File: src/rtl/snap_pkg.sv
package snap_pkg;

  typedef enum logic [1:0] {
    SQ_RUN,
    SQ_FROZEN,
    SQ_GSR
  } seq_st_e;

  typedef enum logic [1:0] {
    EM_IDLE,
    EM_DATA,
    EM_PAD,
    EM_CMD
  } emit_ph_e;

  // Selects which word positions of a block-RAM frame are patched.
  function automatic logic word_patched(input int idx, input int stride, input int phase);
    return (idx % stride) == phase;
  endfunction

  // Words in one readback transfer: dummy frame plus real frame.
  function automatic int rb_words(input int frame_words);
    return 2 * frame_words;
  endfunction

endpackage

File: src/rtl/snap_clk_seq.sv
module snap_clk_seq #(
  parameter int GSR_LEN = 3
) (
  input  logic clk,
  input  logic rst_n,
  input  logic halt_req,
  input  logic resume_req,
  input  logic busy,
  output logic frozen,
  output logic tenant_clk_en,
  output logic gsr_pulse
);
  import snap_pkg::*;

  localparam int GW = $clog2(GSR_LEN + 1);
  localparam logic [GW-1:0] G_LAST = GW'(GSR_LEN - 1);

  seq_st_e st;
  logic [GW-1:0] gcnt;
  logic resume_ok;

  assign resume_ok     = (st == SQ_FROZEN) && resume_req && !busy;
  assign frozen        = (st == SQ_FROZEN);
  assign tenant_clk_en = (st == SQ_RUN);
  assign gsr_pulse     = (st == SQ_GSR);

  always_ff @(posedge clk) begin
    if (!rst_n) begin
      st   <= SQ_RUN;
      gcnt <= '0;
    end else begin
      case (st)
        SQ_RUN:    if (halt_req) st <= SQ_FROZEN;
        SQ_FROZEN: if (resume_ok) begin
          st   <= SQ_GSR;
          gcnt <= '0;
        end
        SQ_GSR: begin
          if (gcnt == G_LAST) st <= SQ_RUN;
          else gcnt <= gcnt + 1'b1;
        end
        default: st <= SQ_RUN;
      endcase
    end
  end

  a_r2_halt_stops_clock: assert property (@(posedge clk) disable iff (!rst_n)
    (tenant_clk_en && halt_req) |=> !tenant_clk_en);
  a_r10_no_clock_in_gsr: assert property (@(posedge clk) disable iff (!rst_n)
    !(tenant_clk_en && gsr_pulse));
  a_r10_clock_after_gsr: assert property (@(posedge clk) disable iff (!rst_n)
    $fell(gsr_pulse) |-> tenant_clk_en);
  a_r11_busy_blocks_resume: assert property (@(posedge clk) disable iff (!rst_n)
    (frozen && busy) |=> !gsr_pulse);

endmodule

File: src/rtl/snap_capture.sv
module snap_capture #(
  parameter int WORD_W      = 32,
  parameter int FAR_W       = 32,
  parameter int FRAME_WORDS = 101,
  parameter int IDX_W       = 7
) (
  input  logic              clk,
  input  logic              rst_n,
  input  logic              frozen,
  input  logic              rb_valid,
  output logic              rb_ready,
  input  logic [WORD_W-1:0] rb_data,
  input  logic [FAR_W-1:0]  rb_frame_addr,
  output logic              rb_frame_done,
  output logic              st_valid,
  input  logic              st_ready,
  output logic [WORD_W-1:0] st_data,
  output logic [IDX_W-1:0]  st_idx,
  output logic [FAR_W-1:0]  st_addr,
  output logic              busy
);
  localparam int TOTAL = snap_pkg::rb_words(FRAME_WORDS);
  localparam int CW    = $clog2(TOTAL);
  localparam logic [CW-1:0] DATA_FIRST = CW'(FRAME_WORDS);
  localparam logic [CW-1:0] LAST_WORD  = CW'(TOTAL - 1);

  logic [CW-1:0]    cnt;
  logic [FAR_W-1:0] far_q;
  logic             in_data;
  logic             at_last;
  logic             accept;

  assign in_data  = (cnt >= DATA_FIRST);
  assign at_last  = (cnt == LAST_WORD);
  assign rb_ready = frozen && (!in_data || st_ready);
  assign accept   = rb_valid && rb_ready;

  assign st_valid      = frozen && rb_valid && in_data;
  assign st_data       = rb_data;
  assign st_idx        = IDX_W'(cnt - DATA_FIRST);
  assign st_addr       = far_q;
  assign rb_frame_done = accept && at_last;
  assign busy          = (cnt != '0);

  always_ff @(posedge clk) begin
    if (!rst_n) begin
      cnt   <= '0;
      far_q <= '0;
    end else if (accept) begin
      cnt <= at_last ? '0 : cnt + 1'b1;
      if (cnt == '0) far_q <= rb_frame_addr;
    end
  end

  a_r2_accept_only_frozen: assert property (@(posedge clk) disable iff (!rst_n)
    (rb_valid && rb_ready) |-> frozen);
  a_r5_done_is_store: assert property (@(posedge clk) disable iff (!rst_n)
    rb_frame_done |-> (st_valid && st_ready));
  a_r4_tag_stable: assert property (@(posedge clk) disable iff (!rst_n)
    (st_valid && st_idx != '0) |-> $stable(st_addr));
  a_r6_data_needs_store: assert property (@(posedge clk) disable iff (!rst_n)
    (st_valid && !st_ready) |-> !rb_ready);

endmodule

File: src/rtl/snap_emit.sv
module snap_emit #(
  parameter int                WORD_W       = 32,
  parameter int                FRAME_WORDS  = 101,
  parameter int                IDX_W        = 7,
  parameter logic [WORD_W-1:0] CRC_RST_WORD = 32'hC0DE_0007,
  parameter logic [WORD_W-1:0] FIX_MASK     = 32'h0003_0000,
  parameter int                FIX_STRIDE   = 4,
  parameter int                FIX_PHASE    = 1
) (
  input  logic              clk,
  input  logic              rst_n,
  input  logic              frozen,
  input  logic              wb_start,
  input  logic              wb_brm,
  input  logic              ld_valid,
  output logic              ld_ready,
  input  logic [WORD_W-1:0] ld_data,
  output logic              wb_valid,
  input  logic              wb_ready,
  output logic [WORD_W-1:0] wb_data,
  output logic              wb_frame_done,
  output logic              busy
);
  import snap_pkg::*;

  localparam logic [IDX_W-1:0] W_LAST = IDX_W'(FRAME_WORDS - 1);

  emit_ph_e         ph;
  logic [IDX_W-1:0] widx;
  logic             brm_q;
  logic             fire;
  logic             start_ok;
  logic             last_w;

  function automatic logic [WORD_W-1:0] fix_mask(input logic [IDX_W-1:0] i);
    return word_patched(int'(i), FIX_STRIDE, FIX_PHASE) ? FIX_MASK : '0;
  endfunction

  assign start_ok = wb_start && frozen && (ph == EM_IDLE);
  assign last_w   = (widx == W_LAST);
  assign ld_ready = (ph == EM_DATA) && wb_ready;
  assign busy     = (ph != EM_IDLE);

  always_comb begin
    wb_valid = 1'b0;
    wb_data  = '0;
    case (ph)
      EM_DATA: begin
        wb_valid = ld_valid;
        wb_data  = brm_q ? (ld_data & ~fix_mask(widx)) : ld_data;
      end
      EM_PAD: wb_valid = 1'b1;
      EM_CMD: begin
        wb_valid = 1'b1;
        wb_data  = CRC_RST_WORD;
      end
      default: ;
    endcase
  end

  assign fire          = wb_valid && wb_ready;
  assign wb_frame_done = fire && (ph == EM_CMD);

  always_ff @(posedge clk) begin
    if (!rst_n) begin
      ph    <= EM_IDLE;
      widx  <= '0;
      brm_q <= 1'b0;
    end else begin
      case (ph)
        EM_IDLE: if (start_ok) begin
          ph    <= EM_DATA;
          widx  <= '0;
          brm_q <= wb_brm;
        end
        EM_DATA, EM_PAD: if (fire) begin
          if (last_w) begin
            ph   <= (ph == EM_DATA) ? EM_PAD : EM_CMD;
            widx <= '0;
          end else begin
            widx <= widx + 1'b1;
          end
        end
        EM_CMD: if (fire) ph <= EM_IDLE;
        default: ph <= EM_IDLE;
      endcase
    end
  end

  a_r7_cmd_closes_frame: assert property (@(posedge clk) disable iff (!rst_n)
    wb_frame_done |-> (wb_data == CRC_RST_WORD));
  a_r9_hold_when_stalled: assert property (@(posedge clk) disable iff (!rst_n)
    (wb_valid && !wb_ready && ph != EM_DATA) |=> $stable(wb_data));
  a_r9_load_needs_out: assert property (@(posedge clk) disable iff (!rst_n)
    ld_ready |-> wb_ready);
  a_r11_start_needs_frozen: assert property (@(posedge clk) disable iff (!rst_n)
    (ph == EM_IDLE && !frozen) |=> (ph == EM_IDLE));

endmodule

File: src/rtl/cfg_snap_fmt.sv
module cfg_snap_fmt #(
  parameter int                WORD_W       = 32,
  parameter int                FAR_W        = 32,
  parameter int                FRAME_WORDS  = 101,
  parameter int                IDX_W        = $clog2(FRAME_WORDS),
  parameter logic [WORD_W-1:0] CRC_RST_WORD = 32'hC0DE_0007,
  parameter logic [WORD_W-1:0] FIX_MASK     = 32'h0003_0000,
  parameter int                FIX_STRIDE   = 4,
  parameter int                FIX_PHASE    = 1,
  parameter int                GSR_LEN      = 3
) (
  input  logic              clk,
  input  logic              rst_n,
  input  logic              halt_req,
  input  logic              resume_req,
  output logic              tenant_clk_en,
  output logic              gsr_pulse,
  input  logic              rb_valid,
  output logic              rb_ready,
  input  logic [WORD_W-1:0] rb_data,
  input  logic [FAR_W-1:0]  rb_frame_addr,
  output logic              rb_frame_done,
  output logic              st_valid,
  input  logic              st_ready,
  output logic [WORD_W-1:0] st_data,
  output logic [IDX_W-1:0]  st_idx,
  output logic [FAR_W-1:0]  st_addr,
  input  logic              wb_start,
  input  logic              wb_brm,
  input  logic              ld_valid,
  output logic              ld_ready,
  input  logic [WORD_W-1:0] ld_data,
  output logic              wb_valid,
  input  logic              wb_ready,
  output logic [WORD_W-1:0] wb_data,
  output logic              wb_frame_done
);

  logic frozen;
  logic cap_busy;
  logic emit_busy;
  logic any_busy;

  assign any_busy = cap_busy || emit_busy;

  snap_clk_seq #(.GSR_LEN(GSR_LEN)) u_seq (
    .clk(clk), .rst_n(rst_n), .halt_req(halt_req), .resume_req(resume_req),
    .busy(any_busy), .frozen(frozen), .tenant_clk_en(tenant_clk_en),
    .gsr_pulse(gsr_pulse)
  );

  snap_capture #(
    .WORD_W(WORD_W), .FAR_W(FAR_W), .FRAME_WORDS(FRAME_WORDS), .IDX_W(IDX_W)
  ) u_cap (
    .clk(clk), .rst_n(rst_n), .frozen(frozen),
    .rb_valid(rb_valid), .rb_ready(rb_ready), .rb_data(rb_data),
    .rb_frame_addr(rb_frame_addr), .rb_frame_done(rb_frame_done),
    .st_valid(st_valid), .st_ready(st_ready), .st_data(st_data),
    .st_idx(st_idx), .st_addr(st_addr), .busy(cap_busy)
  );

  snap_emit #(
    .WORD_W(WORD_W), .FRAME_WORDS(FRAME_WORDS), .IDX_W(IDX_W),
    .CRC_RST_WORD(CRC_RST_WORD), .FIX_MASK(FIX_MASK),
    .FIX_STRIDE(FIX_STRIDE), .FIX_PHASE(FIX_PHASE)
  ) u_emit (
    .clk(clk), .rst_n(rst_n), .frozen(frozen),
    .wb_start(wb_start), .wb_brm(wb_brm),
    .ld_valid(ld_valid), .ld_ready(ld_ready), .ld_data(ld_data),
    .wb_valid(wb_valid), .wb_ready(wb_ready), .wb_data(wb_data),
    .wb_frame_done(wb_frame_done), .busy(emit_busy)
  );

  a_r1_no_transfer_while_running: assert property (@(posedge clk) disable iff (!rst_n)
    tenant_clk_en |-> (!rb_ready && !st_valid));

endmodule

File: config.mk
export PLATFORM = sky130hd
export DESIGN_NAME = cfg_snap_fmt
export DESIGN_NICKNAME = d
export VERILOG_FILES = /design/src/rtl/snap_pkg.sv /design/src/rtl/snap_clk_seq.sv /design/src/rtl/snap_capture.sv /design/src/rtl/snap_emit.sv /design/src/rtl/cfg_snap_fmt.sv
export SDC_FILE = /design/constraint.sdc
export NUM_CORES = 1
export LEC_CHECK = 0
export BUFFER_PORTS_ARGS = -buffer_cell sky130_fd_sc_hd__buf_2
export CELL_PAD_IN_SITES_DETAIL_PLACEMENT = 1
export CELL_PAD_IN_SITES_GLOBAL_PLACEMENT = 1
export CORE_MARGIN = 2
export CORE_UTILIZATION = 27
export CTS_CLUSTER_DIAMETER = 40
export DETAILED_ROUTE_END_ITERATION = 7
export PLACE_DENSITY_LB_ADDON = 0.1
export SLEW_MARGIN = 20
export SYNTH_ARGS = -nofsm -noshare
export SYNTH_HDL_FRONTEND = slang
export SYNTH_SLANG_ARGS = --single-unit
File: constraint.sdc
create_clock -name clk -period 2.8 [get_ports clk]
set_clock_uncertainty 0.2 [all_clocks]
set_input_delay 0.42 -clock clk [delete_from_list [all_inputs] [get_ports clk]]
set_output_delay 0.42 -clock clk [all_outputs]
set_load 0.02 [all_outputs]
==> impl_metrics.toml, run 1 <==
[outcome]
status = "finished, final reports clean"

[synth]
synth_top_family_by_area = "simple AND/OR/NAND/NOR gates"
synthAdderAreaFrac = 0.0538
synthesis.area_um2 = 3030
synthFlopType = "dfxtp_1"
synth_cells = 401
synth_nets = 520
yosysWarnings = 0
synth.mux.area_fraction = 0.00331
synth_seq_cells = 54
syn_area_per_cell_um2 = 7.54
synth.yosys.seq_area_share = 0.357
synth_xor_area_frac = 0.0289
synth_compound_area_frac = 0.141
ys_types = 46
synth_edf_count = 0
synth-simple-area-share = 0.284
async_reset_ff_frac = 0

[clock_network]
clkTransAtPathRegs_ps = 100
cts_buffer_depth = 2
root_buffer = "clkbuf_8"
cts_setup_buffers = 0
htreeDepth = 2
cts_made_buffers = 5
clock_sinks = 54
clock_latency_ps = 300
cts_tree = "done"

[final_layout]
nNetsFinal = 634
n_antenna_cell = 0
fill_cells = 1425
drive_gt1_frac = 0.338
area_growth_pct = 24.0
final_common_cell = "buf_2"
layout_common_cells = "152 x buf_2, 101 x nand2_1, 53 x dfxtp_1"
seqCellArea_um2 = 1080
multi_input_area_um2 = 1550

[timing]
worst_pin_slew_ps = 882
rsz0062_at_grt = "no"
fmax_mhz = 388
min_period_over_period = 0.920
worst_hold_slack_ps = 136
setup_viol = 0
setup_tns_ps = 0
slew_headroom = 0.407
hold_violations = 0
fin_crit_ps = 2580
drv_slew = 0

[placed_design]
io_buffer_count = 152
gp_congestion = 0.723
post-dp-hpwl_mm = 6.98

[global_route]
use_met1 = 0.175
track_usage = 0.147
antenna_found_initial = 0
gr-total-overflow = 0
grt_first_pass_wirelength_mm = 14.2
grtUsageMet3 = 0.0356
top_usage_layer = "met2"
grt_pass1_vias = 2987
grt_max_degree = 35
met2_usage = 0.265

[floorplanning]
io_pins = 217
die-area_um2 = 12100
start_util = 0.278
rows = 38
die_y_um = 110
chipWidth_um = 110
coreArea_um2 = 10900

[power]
combPwrFrac = 0.444
switching_share = 0.424
power.internal_mw = 1.35
p_per_area_nw_per_um2 = 626
p_total_mw = 2.35
leakage_nw = 1.82
seqPwrFrac = 0.369
p_switching_mw = 0.995
p_clk_frac = 0.187
max-vdd-ir-drop_v = 0.000264

[drt]
wl_per_cell_um = 13.8
wl_mm = 9.06
ant_nets = 0
firstDrtPassIters = 4
viasPerCell = 4.62
drt_iter0_markers = 76
via_count = 3029
drc = 0

[worst_setup_path]
crit_fanout = 7
crit_path_end_kind = "output port"
crit_type = "flop to output port"
required_ps = 2180
worstPathArrival_ps = 1960
critPathLaunchType = "flop"

[worst_hold_path]
min_path_type = "primary input to flop"

[job]
cap_violations = 0
## worst max-delay path, cell delays in order, from the launching register on
cell and delay [ps]:
dfxtp_2 400, inv_1 100, ha_1 250, nor2b_1 150, o21a_1 190, o311ai_2 300
nor2_1 90, buf_2 170
## registers in the layout, indices dropped and copies added, names as in the netlist
name	cells
u_emit.widx	7
u_seq.st	2
u_cap.st_addr	32
u_cap.cnt	8
u_seq.gcnt	2
u_emit.ph	2
u_emit.brm_q	1
## cells in the mapped netlist (all sizes together) (5+ instances only)
cell	n	area, µm²
and3	5	31.3
clkbuf	10	37.5
dfxtp	54	1080
ha	13	163
o21ai	9	45.0
xor2	7	61.3
and2	22	138
nor2	23	86.3
buf	42	315
nand2	101	379
a21oi	43	215
nand3	13	65.1
inv	12	45.0
## timing repair
item / CTS / global route
resized for setup: 0 / 1
hold buffers: 0 / 0
setup endpoints to repair: 0 / 1
## per-stage QoR
step | setup WS, ps | std cells | area, µm² | util
floorplan | 451 | 401 | 3030 | -
global placement | 450 | 648 | 3670 | 0.337
detailed placement | 310 | 648 | 3670 | 0.337
CTS | 115 | 655 | 3750 | 0.344
global route | 83.4 | 655 | 3750 | 0.345
finish | 224 | 655 | 3750 | 0.345
## logic make-up (layout without fill, tap and decap cells)
group / Yosys count / after routing
muxes: 1 / 1
adders and majority gates: 13 / 13
buffers and inverters: 64 / 178
xor gates and xnor gates: 10 / 10
and+or+nand+nor: 187 / 187
DFF: 54 / 54
AOI/OAI and AO/OA: 72 / 72
## power groups by stage
stage | logic [mW] | clock network (mW) | registers [mW]
final | 1.04 | 0.439 | 0.866
after global routing | 1.16 | 0.499 | 0.875
after CTS | 1.07 | 0.465 | 0.867
after detailed placement | 1.06 | 0 | 0.885
after global placement | 1.04 | 0 | 0.881
after floorplan | 0.741 | 0 | 0.912
## final timing paths
check / from / to / slack, ps / cells after the start
max: u_cap.cnt[0]$_SDFFE_PN0P_ / rb_frame_done / 220 / 7
max reg2reg: u_emit.ph[0]$_SDFFE_PN0P_ / u_emit.widx[0]$_SDFFE_PN0P_ / 330 / 7
min reg2reg: u_cap.st_addr[6]$_SDFFE_PN0P_ / u_cap.st_addr[6]$_SDFFE_PN0P_ / 260 / 2
min: rb_frame_addr[28] / u_cap.st_addr[28]$_SDFFE_PN0P_ / 140 / 3
## per-layer routing
layer / routed length, µm / vias up
li1: - / 1515
met1: 3920 / 1422
met2: 4600 / 84
met3: 490 / 8
met4: 54 / 0
met5: 0 / -
## area by class of cell
cell class,count,share of cell area
Clock buffer,5,0.0183
Clock inverter,2,0.00367
Inverter,12,0.0120
Multi-Input combinational cell,283,0.414
Sequential cell,54,0.289
Tap cell,140,0.0467
Timing Repair Buffer,159,0.217
Note: power is estimated with default switching activity, not from simulation.
==> run 2, diff against run 1 <==
--- a/config.mk
+++ b/config.mk
@@ -9,11 +9,12 @@
 export CELL_PAD_IN_SITES_DETAIL_PLACEMENT = 1
 export CELL_PAD_IN_SITES_GLOBAL_PLACEMENT = 1
 export CORE_MARGIN = 2
-export CORE_UTILIZATION = 27
+export CORE_UTILIZATION = 29
 export CTS_CLUSTER_DIAMETER = 40
 export DETAILED_ROUTE_END_ITERATION = 7
 export PLACE_DENSITY_LB_ADDON = 0.1
 export SLEW_MARGIN = 20
 export SYNTH_ARGS = -nofsm -noshare
 export SYNTH_HDL_FRONTEND = slang
+export SYNTH_HIERARCHICAL = 1
 export SYNTH_SLANG_ARGS = --single-unit
==> constraint.sdc (replaced) <==
create_clock -name clk -period 2.66 [get_ports clk]
set_clock_uncertainty 0.2 [all_clocks]
set_input_delay 0.399 -clock clk [delete_from_list [all_inputs] [get_ports clk]]
set_output_delay 0.399 -clock clk [all_outputs]
set_load 0.02 [all_outputs]
==> run 2 against run 1 <==
Effect of this change:
- global-route usage down 0.51 points
- core utilization up 2.8 points
- setup slack worse by 120 ps
- sequential share of layout area down 3.2 points
- die area up 3.2%
- clock power up 74%
- cell count up 1.8%
- first-iteration DRC count up 11%
- count of clock-buffer cells in the layout unchanged
- routed wire length up 1.7%
- via count up 5.7%
- synthesized cell count up 2.0%
- largest cell class unchanged
==> impl_metrics.toml, run 2 <==
[outcome]
status = "finished, final reports clean"

[synth]
synth_cells = 409
synth.yosys.seq_area_share = 0.322
synth_nets = 527
async_reset_ff_frac = 0
synthesis.area_um2 = 3360
synthFlopType = "dfxtp_1"
ys_types = 53
synth_edf_count = 0
syn_area_per_cell_um2 = 8.21
yosysWarnings = 6
synth_area_leaders = "dfxtp_1 32%, nand3_2 8.9%, nand2_1 8.5%"
synth_area_leader_cell = "dfxtp_1"
synth_seq_cells = 54
yosysMostFrequentCell = "nand2_1"
synth_top_cell_area_share = 0.322
synth_common_cells = "76 x nand2_1, 54 x dfxtp_1, 47 x nand3_1"

[clock_network]
clkTransAtPathRegs_ps = 80
cts_tree = "done"
root_buffer = "clkbuf_16"
cts_buffer_depth = 2
cts.hold.buffers_added = 0
clock_sinks = 54
clock_latency_ps = 290
cts_made_buffers = 5
htreeDepth = 2

[global_route]
antenna_found_initial = 0
grt_first_pass_wirelength_mm = 15.1
grt_pass1_vias = 3182
gr-total-overflow = 0
track_usage = 0.142
grt_max_degree = 42

[worst_setup_path]
slowest_delay_ps = 380
critPathLaunchType = "flop"
crit_path_end_kind = "output port"
path_buf_inv = 2
crit_family = "compound AO/OA/AOI/OAI gates"
crit_fanout = 7
ff2ff_setup_slack_ps = 330
cp_cell_sequence = "inv_1 > ha_1 > nand2b_1 > a211o_4 > a21o_4 > nor2_1 > buf_4"
worstPathArrival_ps = 1960
required_ps = 2060
crit_slowest_cell = "dfxtp_4"
crit_type = "flop to output port"

[final_layout]
fill_cells = 1430
largest_reg_flops = 32
layout_common_cells = "150 x buf_2, 76 x nand2_1, 53 x dfxtp_1"
nNetsFinal = 641
final_common_cell = "buf_2"
area_growth_pct = 26.0
drive_gt1_frac = 0.414
n_antenna_cell = 0

[floorplanning]
io_pins = 217
rows = 39
die_y_um = 112
die-area_um2 = 12500
chipWidth_um = 112
coreArea_um2 = 11400
start_util = 0.295

[drt]
firstDrtPassIters = 4
ant_nets = 0
via_count = 3203
wl_per_cell_um = 13.8
drt_iter0_markers = 84
viasPerCell = 4.80
wl_mm = 9.22
drc = 0

[placed_design]
io_buffer_count = 152
gp_congestion = 0.794
post-dp-hpwl_mm = 6.97

[timing]
setup_viol = 0
worst_hold_slack_ps = 119
fin_crit_ps = 2560
drv_slew = 0
fmax_mhz = 391
rsz0062_at_grt = "no"
hold_violations = 0
setup_tns_ps = 0
worst_pin_slew_ps = 489
slew_headroom = 0.672
min_period_over_period = 0.962

[job]
cap_violations = 0

[power]
leakage_nw = 2.13
max-vdd-ir-drop_v = 0.000414
p_per_area_nw_per_um2 = 699

[worst_hold_path]
min_path_type = "primary input to flop"
==> run 2: cell families after synthesis <==
family | synth area share
flip-flops | 0.322
AND/OR/NAND/NOR | 0.368
AO/OA/AOI/OAI | 0.111
XOR/XNOR | 0.0130
adder cells (fa/ha/maj) | 0.0447
multiplexers | 0.00894
buffers and inverters | 0.132
==> run 2: worst min-delay path: cells and delay by family <==
family / cells / cell delay (ps)
simple gates: 2 / 110
buf+inv: 1 / 80
==> run 2: path summary, 6_finish.rpt <==
| kind | startpoint | end | cells after the start |
|---|---|---|---|
| worst max register to register | u_cap/cnt[1]$_SDFFE_PN0P_ | u_cap/cnt[5]$_SDFFE_PN0P_ | 9 |
| worst min register to register | u_seq/gcnt[0]$_SDFFE_PN0P_ | u_seq/gcnt[0]$_SDFFE_PN0P_ | 1 |
| worst max-delay path | u_cap/cnt[1]$_SDFFE_PN0P_ | rb_frame_done | 7 |
| worst min-delay path | rb_frame_addr[13] | u_cap/st_addr[13]$_SDFFE_PN0P_ | 3 |
==> run 2: final cells by class <==
class	instances	area (µm²)	share of cell area
flip-flops and latches	54	1080	0.256
repair buffers	163	886	0.209
inverters	14	52.6	0.0124
clock inverters	3	47.5	0.0112
clock buffers	5	125	0.0296
multi-input cells	285	1860	0.439
well taps	143	179	0.0423
==> run 2: metrics by stage <==
stage / worst slack [ps] / instances / total power, mW / util / area [µm²]
floorplan: 304 / 409 / 1.85 / - / 3360
global placement: 326 / 656 / 2.20 / 0.353 / 4010
detailed placement: 298 / 656 / 2.23 / 0.353 / 4010
CTS: 33.4 / 664 / 3.02 / 0.369 / 4190
global route: 13.4 / 667 / 3.17 / 0.372 / 4230
finish: 100 / 667 / 2.96 / 0.372 / 4230
==> run 2: per-layer routing <==
layer  vias to the layer above  GRT usage  part of all wire
met4                         0     0.0148            0.0017
li1                       1580          -                 -
met1                      1487      0.179              0.45
met5                         -          0                 0
met3                         4     0.0327             0.063
met2                       132      0.256              0.49
==> run 2: what timing repair did <==
item,4_1_cts,5_1_grt
setup endpoints to repair,1,1
gates resized for setup,2,4
pin swaps,0,1
buffers inserted,0,3
==> run 2: power by group <==
part / internal (mW) / total (mW) / switching [mW] / leakage [nW]
combinational: 0.466 / 1.28 / 0.818 / 1.61
sequential: 0.864 / 0.910 / 0.0462 / 0.439
clock: 0.450 / 0.764 / 0.314 / 0.0844
total: 1.78 / 2.96 / 1.18 / 2.13
